$ cat config.mk
export PLATFORM = sky130hd
export DESIGN_NAME = dma_seq_top
export DESIGN_NICKNAME = d
export VERILOG_FILES = /design/src/rtl/dma_seq_pkg.sv /design/src/rtl/dma_seq_cnt.sv /design/src/rtl/dma_seq_fsm.sv /design/src/rtl/dma_seq_top.sv
export SDC_FILE = /design/constraint.sdc
export NUM_CORES = 1
export LEC_CHECK = 0
export BUFFER_PORTS_ARGS = -buffer_cell sky130_fd_sc_hd__buf_4
export CORE_MARGIN = 1
export CORE_UTILIZATION = 55
export DETAILED_ROUTE_END_ITERATION = 6
export PLACE_DENSITY = 0.79
export REMOVE_ABC_BUFFERS = 1
export SYNTH_ARGS = -nofsm -noshare
export SYNTH_HDL_FRONTEND = slang
export SYNTH_SLANG_ARGS = --single-unit
export TNS_END_PERCENT = 10
$ cat constraint.sdc
create_clock -name clk -period 2.42 [get_ports clk]
set_input_delay 0.121 -clock clk [delete_from_list [all_inputs] [get_ports clk]]
set_output_delay 0.121 -clock clk [all_outputs]
set_load 0.01 [all_outputs]
$ cat src/rtl/dma_seq_pkg.sv
package dma_seq_pkg;
  localparam logic [1:0] MODE_CS    = 2'b00;
  localparam logic [1:0] MODE_BURST = 2'b01;

  typedef enum logic [1:0] {
    ST_IDLE = 2'd0,
    ST_REQ  = 2'd1,
    ST_OWN  = 2'd2
  } seq_st_e;
endpackage

$ cat src/rtl/dma_seq_cnt.sv
module dma_seq_cnt #(
  parameter int CNT_W = 8
) (
  input  logic             clk,
  input  logic             rst,
  input  logic             load,
  input  logic             step,
  input  logic [CNT_W-1:0] total_in,
  input  logic [CNT_W-1:0] blk_in,
  output logic             cnt_zero,
  output logic             last_total,
  output logic             last_blk
);
  localparam logic [CNT_W-1:0] ONE = CNT_W'(1);

  logic [CNT_W-1:0] remain_q;
  logic [CNT_W-1:0] blk_left_q;
  logic [CNT_W-1:0] blk_len_q;

  always_ff @(posedge clk) begin
    if (rst) begin
      remain_q   <= '0;
      blk_left_q <= '0;
      blk_len_q  <= '0;
    end else if (load) begin
      remain_q   <= total_in;
      blk_left_q <= blk_in;
      blk_len_q  <= blk_in;
    end else if (step) begin
      remain_q   <= remain_q - ONE;
      blk_left_q <= (blk_left_q <= ONE) ? blk_len_q : blk_left_q - ONE;
    end
  end

  assign cnt_zero   = (remain_q == '0);
  assign last_total = (remain_q == ONE);
  assign last_blk   = (blk_left_q <= ONE);

  // a beat is never taken from an exhausted count
  p_no_underflow_r7: assert property (@(posedge clk) disable iff (rst)
    step |-> !cnt_zero);
  // a load always leaves the counter at the requested value
  p_load_value_r10: assert property (@(posedge clk) disable iff (rst)
    load |=> (remain_q == $past(total_in)));
endmodule

$ cat src/rtl/dma_seq_fsm.sv
module dma_seq_fsm
  import dma_seq_pkg::*;
(
  input  logic       clk,
  input  logic       rst,
  input  logic       enable,
  input  logic       req_n,
  input  logic [1:0] mode,
  input  logic       yield_en,
  input  logic       fault,
  input  logic       bus_gnt,
  input  logic       cnt_zero,
  input  logic       last_total,
  input  logic       last_blk,
  output logic       load,
  output logic       step,
  output logic       bus_req,
  output logic       beat,
  output logic       irq_done,
  output logic       irq_err,
  output logic       en_clr
);
  seq_st_e st_q;
  logic    halted_q;
  logic    fault_hit;
  logic    start;
  logic    hold;

  always_comb begin
    fault_hit = fault && ((st_q != ST_IDLE) || (enable && !halted_q));
    step      = (st_q == ST_OWN) && bus_gnt && !fault_hit;
    load      = (st_q == ST_IDLE) && !enable;
    start     = (st_q == ST_IDLE) && enable && !halted_q && !req_n
                && !cnt_zero && !fault_hit;
    if (mode[1]) hold = !last_blk;
    else         hold = (mode == MODE_BURST) && !yield_en && enable;
  end

  always_ff @(posedge clk) begin
    if (rst) begin
      st_q     <= ST_IDLE;
      halted_q <= 1'b0;
      bus_req  <= 1'b0;
      beat     <= 1'b0;
      irq_done <= 1'b0;
      irq_err  <= 1'b0;
      en_clr   <= 1'b0;
    end else begin
      beat     <= 1'b0;
      irq_done <= 1'b0;
      irq_err  <= 1'b0;
      en_clr   <= 1'b0;
      if (!enable) halted_q <= 1'b0;
      if (fault_hit) begin
        st_q     <= ST_IDLE;
        bus_req  <= 1'b0;
        irq_err  <= 1'b1;
        en_clr   <= 1'b1;
        halted_q <= 1'b1;
      end else begin
        case (st_q)
          ST_IDLE: if (start) begin
            st_q    <= ST_REQ;
            bus_req <= 1'b1;
          end
          ST_REQ: if (bus_gnt) st_q <= ST_OWN;
          ST_OWN: if (step) begin
            beat <= 1'b1;
            if (last_total) begin
              st_q     <= ST_IDLE;
              bus_req  <= 1'b0;
              irq_done <= 1'b1;
              en_clr   <= 1'b1;
              halted_q <= 1'b1;
            end else if (!hold) begin
              st_q    <= ST_IDLE;
              bus_req <= 1'b0;
            end
          end
          default: st_q <= ST_IDLE;
        endcase
      end
    end
  end

  // a new request follows an enabled, active request line
  p_req_gated_r1: assert property (@(posedge clk) disable iff (rst)
    $rose(bus_req) |-> ($past(enable) && !$past(req_n)));
  // in cycle steal the bus is dropped with every beat
  p_cs_release_r2: assert property (@(posedge clk) disable iff (rst)
    (beat && $past(mode) == MODE_CS) |-> !bus_req);
  // done is a single-cycle pulse
  p_done_pulse_r7: assert property (@(posedge clk) disable iff (rst)
    irq_done |=> !irq_done);
  // an enable-clear request always carries a cause
  p_clr_cause_r9: assert property (@(posedge clk) disable iff (rst)
    en_clr |-> (irq_done || irq_err));
  // no beat is reported together with a fault abort
  p_err_no_beat_r9: assert property (@(posedge clk) disable iff (rst)
    irq_err |-> !beat);
  // beats only follow a granted, requested cycle
  p_beat_granted_r11: assert property (@(posedge clk) disable iff (rst)
    beat |-> $past(bus_req && bus_gnt));
endmodule

$ cat src/rtl/dma_seq_top.sv
module dma_seq_top #(
  parameter int CNT_W = 8
) (
  input  logic             clk,
  input  logic             rst,
  input  logic             enable,
  input  logic             req_n,
  input  logic [1:0]       mode,
  input  logic             yield_en,
  input  logic [CNT_W-1:0] total_cnt,
  input  logic [CNT_W-1:0] blk_len,
  input  logic             err_size,
  input  logic             err_rpt_end,
  input  logic             err_ovf,
  input  logic             bus_gnt,
  output logic             bus_req,
  output logic             beat,
  output logic             irq_done,
  output logic             irq_err,
  output logic             en_clr
);
  logic fault;
  logic load;
  logic step;
  logic cnt_zero;
  logic last_total;
  logic last_blk;

  assign fault = err_size | err_rpt_end | err_ovf;

  dma_seq_cnt #(.CNT_W(CNT_W)) u_cnt (
    .clk        (clk),
    .rst        (rst),
    .load       (load),
    .step       (step),
    .total_in   (total_cnt),
    .blk_in     (blk_len),
    .cnt_zero   (cnt_zero),
    .last_total (last_total),
    .last_blk   (last_blk)
  );

  dma_seq_fsm u_fsm (
    .clk        (clk),
    .rst        (rst),
    .enable     (enable),
    .req_n      (req_n),
    .mode       (mode),
    .yield_en   (yield_en),
    .fault      (fault),
    .bus_gnt    (bus_gnt),
    .cnt_zero   (cnt_zero),
    .last_total (last_total),
    .last_blk   (last_blk),
    .load       (load),
    .step       (step),
    .bus_req    (bus_req),
    .beat       (beat),
    .irq_done   (irq_done),
    .irq_err    (irq_err),
    .en_clr     (en_clr)
  );
endmodule

== Yosys cells after proc, flatten, opt, wreduce, memory -nomap -nowiden ==
Index checks and enable logic that the tools add are counted.

* Flip-flop bits (word level): 32
* Input port bits: 27

* Add/sub/neg operators: 2
* Order comparisons: 1
* Equality and inequality tests: 8
* Muxes and demuxes: 28
* Bitwise gates (word level): 3
* Reduce and logical (&&, ||, !) cells: 29

{| class="wikitable"
|+ Operator list
! operator !! count
|-
| $mux W8 || 5
|-
| $mux W1 || 16
|-
| $sub A8 B1 Y8 const B || 2
|-
| $logic_and A1 B1 Y1 || 12
|-
| $mux W2 || 5
|-
| $eq A8 B1 Y1 const B || 1
|-
| $le A8 B1 Y1 const B || 1
|-
| $logic_not A8 Y1 || 1
|-
| $reduce_and A4 Y1 || 2
|-
| $logic_not A1 Y1 || 7
|-
| $pmux W2 S3 || 1
|-
| $reduce_bool A2 Y1 || 3
|-
| $eq A2 B1 Y1 const B || 2
|-
| $ne A2 B2 Y1 const B || 2
|-
| $ne A3 B3 Y1 const B || 1
|-
| $reduce_or A3 Y1 || 1
|-
| $eq A2 B2 Y1 const B || 1
|-
| $logic_not A2 Y1 || 1
|-
| $ne A2 B1 Y1 const B || 1
|-
| $or A1 B1 Y1 || 2
|-
| $pmux W1 S2 || 1
|-
| $reduce_or A2 Y1 || 1
|-
| $logic_or A1 B1 Y1 || 1
|-
| $not A1 Y1 || 1
|}

== Longest topological paths before layout ==
* Depth in word-level cells: 9
* Depth in mapped cells: 8
* Mapped depth without buffers: 7

== Hierarchy ==
From an unflattened synthesis, not the netlist that was laid out.

* Cells, all modules: 193
* Area, all modules: 1629.1 µm²

{| class="wikitable"
|+ Modules (own cells, without submodules)
! module !! times used !! cells each !! area an instance (µm²)
|-
| dma_seq_cnt || 1 || 154 || 1295.0
|-
| dma_seq_fsm || 1 || 38 || 327.8
|-
| dma_seq_top || 1 || 1 || 6.3
|}

== Least setup slack after synthesis ==
OpenSTA, ideal clock, no wires.

* Path type: reg2reg
* Start: register u_cnt.blk_left_q[0]
* End: register u_cnt.blk_left_q[5]
* Setup time: 79 ps
* Arrival: 1726 ps
* Required time: 2341 ps
* Path slack: 615 ps
* Stages on the path, launching flop included: 9
* Buffers on the path: 1
* Cells stage by stage: dfxtp_1 > inv_1 > ha_1 > nor2_1 > or2_1 > buf_6 > a2bb2oi_1 > o22ai_1 > a211oi_2

* Cells in the longest elaborated chain, start to end: 4
* Elaborated cells on any way between the ends: 5
* Those cells by class: add/sub: 1; order compare: 1; mux: 3

{| class="wikitable"
|+ RTL lines
! what !! RTL line !! text
|-
| start: declaration || dma_seq_cnt.sv:17 || <nowiki>logic [CNT_W-1:0] blk_left_q;</nowiki>
|-
| start signal: assignment || dma_seq_cnt.sv:27 || <nowiki>blk_left_q <= blk_in;</nowiki>
|-
| start signal: assignment || dma_seq_cnt.sv:31 || <nowiki>blk_left_q <= (blk_left_q <= ONE) ? blk_len_q : blk_left_q - ONE;</nowiki>
|-
| $sub A8 B1 Y8 / $le A8 B1 Y1 (equally long branches) || dma_seq_cnt.sv:31 ||
|-
| $mux W8 * || dma_seq_cnt.sv:31 ||
|-
| $mux W8 * || dma_seq_cnt.sv:29 || <nowiki>end else if (step) begin</nowiki>
|-
| $mux W8 * || dma_seq_cnt.sv:25 || <nowiki>end else if (load) begin</nowiki>
|}

Mark *: on every way between the ends. The rest lies on a longest branch, timed or not. The select of a mux whose other input is x is not followed.
A chain may end at the register's enable or synchronous reset.

== Worst setup path in the final report ==
Same ends and word-level chain as after synthesis.

==> results.cfg <==
[critical_path]
worstPathArrival_ns = 2.26
crit_path_end_kind = register
regToRegSetupSlack_ns = 0.42
criticalPathCategory = reg -> reg
required_ns = 2.68
crit-reg2reg-capture = u_cnt.blk_left_q[5]$_SDFFE_PP0P_
worstReg2RegStart = u_cnt.blk_left_q[0]$_SDFFE_PP0P_
cp-start-kind = register
cp_max_fo = 8
reg2reg_depth = 7

[worst_hold_path]
hold_path_depth = 3
min_path_type = in -> reg
whs_endpoint = u_cnt.blk_len_q[1]$_SDFFE_PP0P_
min-delay-start = blk_len[1]

[sta]
fin_setup_tns_ns = 0
rsz0062_at_grt = false
worst_pin_slew_ns = 0.648
hold_violations = 0
fin_crit_ns = 2.00
holdWs_ns = 0.0379
clock_skew_ns = 0.00511
timing.fmax_mhz = 499
post-route-period-util_pct = 82.8
max-slew-margin-rel_pct = 56.8
finalSetupViolCount = 0
finalMaxSlewViolations = 0
setup_ws_ns = 0.417

[logic_synthesis]
synth_area_mm2 = 0.00172
yosysTopAreaCell = dfxtp_1
ys.flop_type = dfxtp_1
yosysUniqueCellTypes = 50
yosys-top-cells-area = dfxtp_1 37%, a21oi_1 7.0%, nor2_1 5.7%
synth_edf_count = 0
yosysWarningCount = 0
synth_seq_area_share_pct = 37.2
async_reset_ff_share_pct = 0
avgSynthCellArea_um2 = 8.13
synth_cells = 212
synth_top_area_share_pct = 37.2
ys_ff_latch = 32

[placed_design]
routabilityCongestion = 0.901
pre_cts_slack_ns = 0.439
hpwlAfterDp_um = 2930
port-buffer-count = 31

[pwr]
ir_drop_mv = 0.347
p_clk_share_pct = 28.1
p_leak_nw = 0.806
switchingPower_mw = 0.328
power_mw = 1.13
p_int_mw = 0.801
power.density_mw_per_mm2 = 562
pwr-share-seq_pct = 51.8
p_sw_share_pct = 29.1
comb_power_share_pct = 20.2

[routing]
ant_nets = 0
vias_per_cell = 6.16
vias = 1687
drc = 3
firstDrtPassIters = 6
routed_wl_um = 4120
drtIter0Drc = 116
wl_per_cell_um = 15.1

[floorplanning]
core_mm2 = 0.00285
io_pins = 32
start_util_pct = 60.4
die_w_um = 58.0
die_h_um = 58.0
fp-row-count = 19
dieArea_mm2 = 0.00336

[finish]
final_cell_mix = 36 x buf_4, 32 x dfxtp_1, 26 x nor2_1, 24 x a21oi_1, 23 x nand2_1
drive_above_1_share_pct = 20.6
final_common_cell = buf_4
n_antenna_cell = 0
fin_util_pct = 70.5
syn2layout_area_growth_pct = 16.6
fin_nets = 274

[clocking]
cts_buffers = 5
cts.path.max_buffers = 2
post_cts_buffers = 0
cts_tree = built
cts_hold_buf = 0
path_clk_slew_ns = 0.09
clock_sinks = 32
cts_root_buffer = clkbuf_4
cts.htree.levels = 2
post_cts_resized = 0
insertion_delay_ns = 0.33

[outcome]
outcome = complete, but fails checks
failed_checks = DRC

[global_route]
overflow = 0
grt_pass1_wl_um = 7070
grt_use_total_pct = 27.6
antenna_found_initial = 0
grt_max_degree = 32
grt_pass1_vias = 1623

[flow_run]
maxCapViolCount = 0
-- kinds of logic (layout without fill, tap and decap cells) --
kind of cell	Yosys count	count (layout)	synth area share [%]
AND/OR/NAND/NOR	85	85	24.2
AO/OA/AOI/OAI	61	61	24.4
flip-flops	32	32	37.2
buffers and inverters	21	52	6.46
XOR/XNOR	7	7	3.56
adder cells (fa/ha/maj)	5	5	3.63
multiplexers	1	1	0.653
-- critical path, stage by stage (launching register included) --
cell and delay, ns:
dfxtp_1 0.38, inv_1 0.10, ha_1 0.29, nor2_1 0.27, or2_1 0.36, a2bb2oi_1 0.20, o22ai_1 0.11, a211oi_2 0.23
-- power by group through the flow --
stage | Sequential, mW | Combinational (mW) | Clock [mW]
3_3_place_gp | 0.594 | 0.214 | 0
3_5_place_dp | 0.596 | 0.224 | 0
5_1_grt | 0.589 | 0.253 | 0.352
4_1_cts | 0.584 | 0.225 | 0.323
6_report | 0.585 | 0.228 | 0.317
2_1_floorplan | 0.589 | 0.140 | 0
-- metrics by stage --
step                area [um2]  cells
finish                    2010    274
global route              2010    274
CTS                       2010    274
detailed placement        1950    266
global placement          1950    266
floorplan                 1640    199
-- Yosys cell counts, types with 2 or more instances --
master,n
clkbuf_1,6
nor2_1,26
ha_1,5
nor3_2,2
and3_1,2
or2_1,2
inv_1,8
nor3_1,8
nand2_1,23
nor2b_1,2
buf_2,2
o21ai_0,2
a21oi_1,24
xnor2_1,3
or3_1,5
o22ai_1,3
a211oi_1,8
nand3_1,5
o21ai_1,2
dfxtp_1,32
nor4_1,4
a2bb2oi_1,2
buf_6,4
xor2_1,4
o21a_1,2
a31oi_1,2
-- registers in the layout, summed over array words and instances (netlist names) --
name	flops
u_fsm.irq_done	1
u_fsm.bus_req	1
u_cnt.blk_left_q	8
u_fsm.irq_err	1
u_fsm.halted_q	1
u_fsm.st_q	2
u_fsm.beat	1
u_fsm.en_clr	1
u_cnt.blk_len_q	8
u_cnt.remain_q	8
-- layer usage --
layer	GRT usage (%)	up-vias	wire, um
li1	-	824	-
met1	34.8	775	1810
met2	44.5	81	1940
met3	6.70	7	312
met4	13.3	0	61
met5	0	-	0
-- area by class of cell --
type	count	area [um2]
multi-input combinational	159	972
fill	251	842
sequential	32	641
timing repair buffer	36	270
clock buffer	8	58.8
tap	31	38.8
inverter	8	30.0
-- how the worst max path moves through the flow --
stage	startpoint	slack, ns	to
floorplan	u_cnt.blk_left_q[0]$_SDFFE_PP0P_	0.56	u_cnt.blk_left_q[5]$_SDFFE_PP0P_
global placement	u_fsm.st_q[1]$_SDFFE_PP0P_	0.59	u_cnt.blk_left_q[4]$_SDFFE_PP0P_
detailed placement	u_cnt.blk_left_q[0]$_SDFFE_PP0P_	0.44	u_cnt.blk_left_q[5]$_SDFFE_PP0P_
CTS	u_cnt.blk_left_q[0]$_SDFFE_PP0P_	0.42	u_cnt.blk_left_q[5]$_SDFFE_PP0P_
global route	u_cnt.blk_left_q[0]$_SDFFE_PP0P_	0.27	u_cnt.blk_left_q[4]$_SDFFE_PP0P_
finish	u_cnt.blk_left_q[0]$_SDFFE_PP0P_	0.42	u_cnt.blk_left_q[5]$_SDFFE_PP0P_
(Power assumes the default switching activity.)
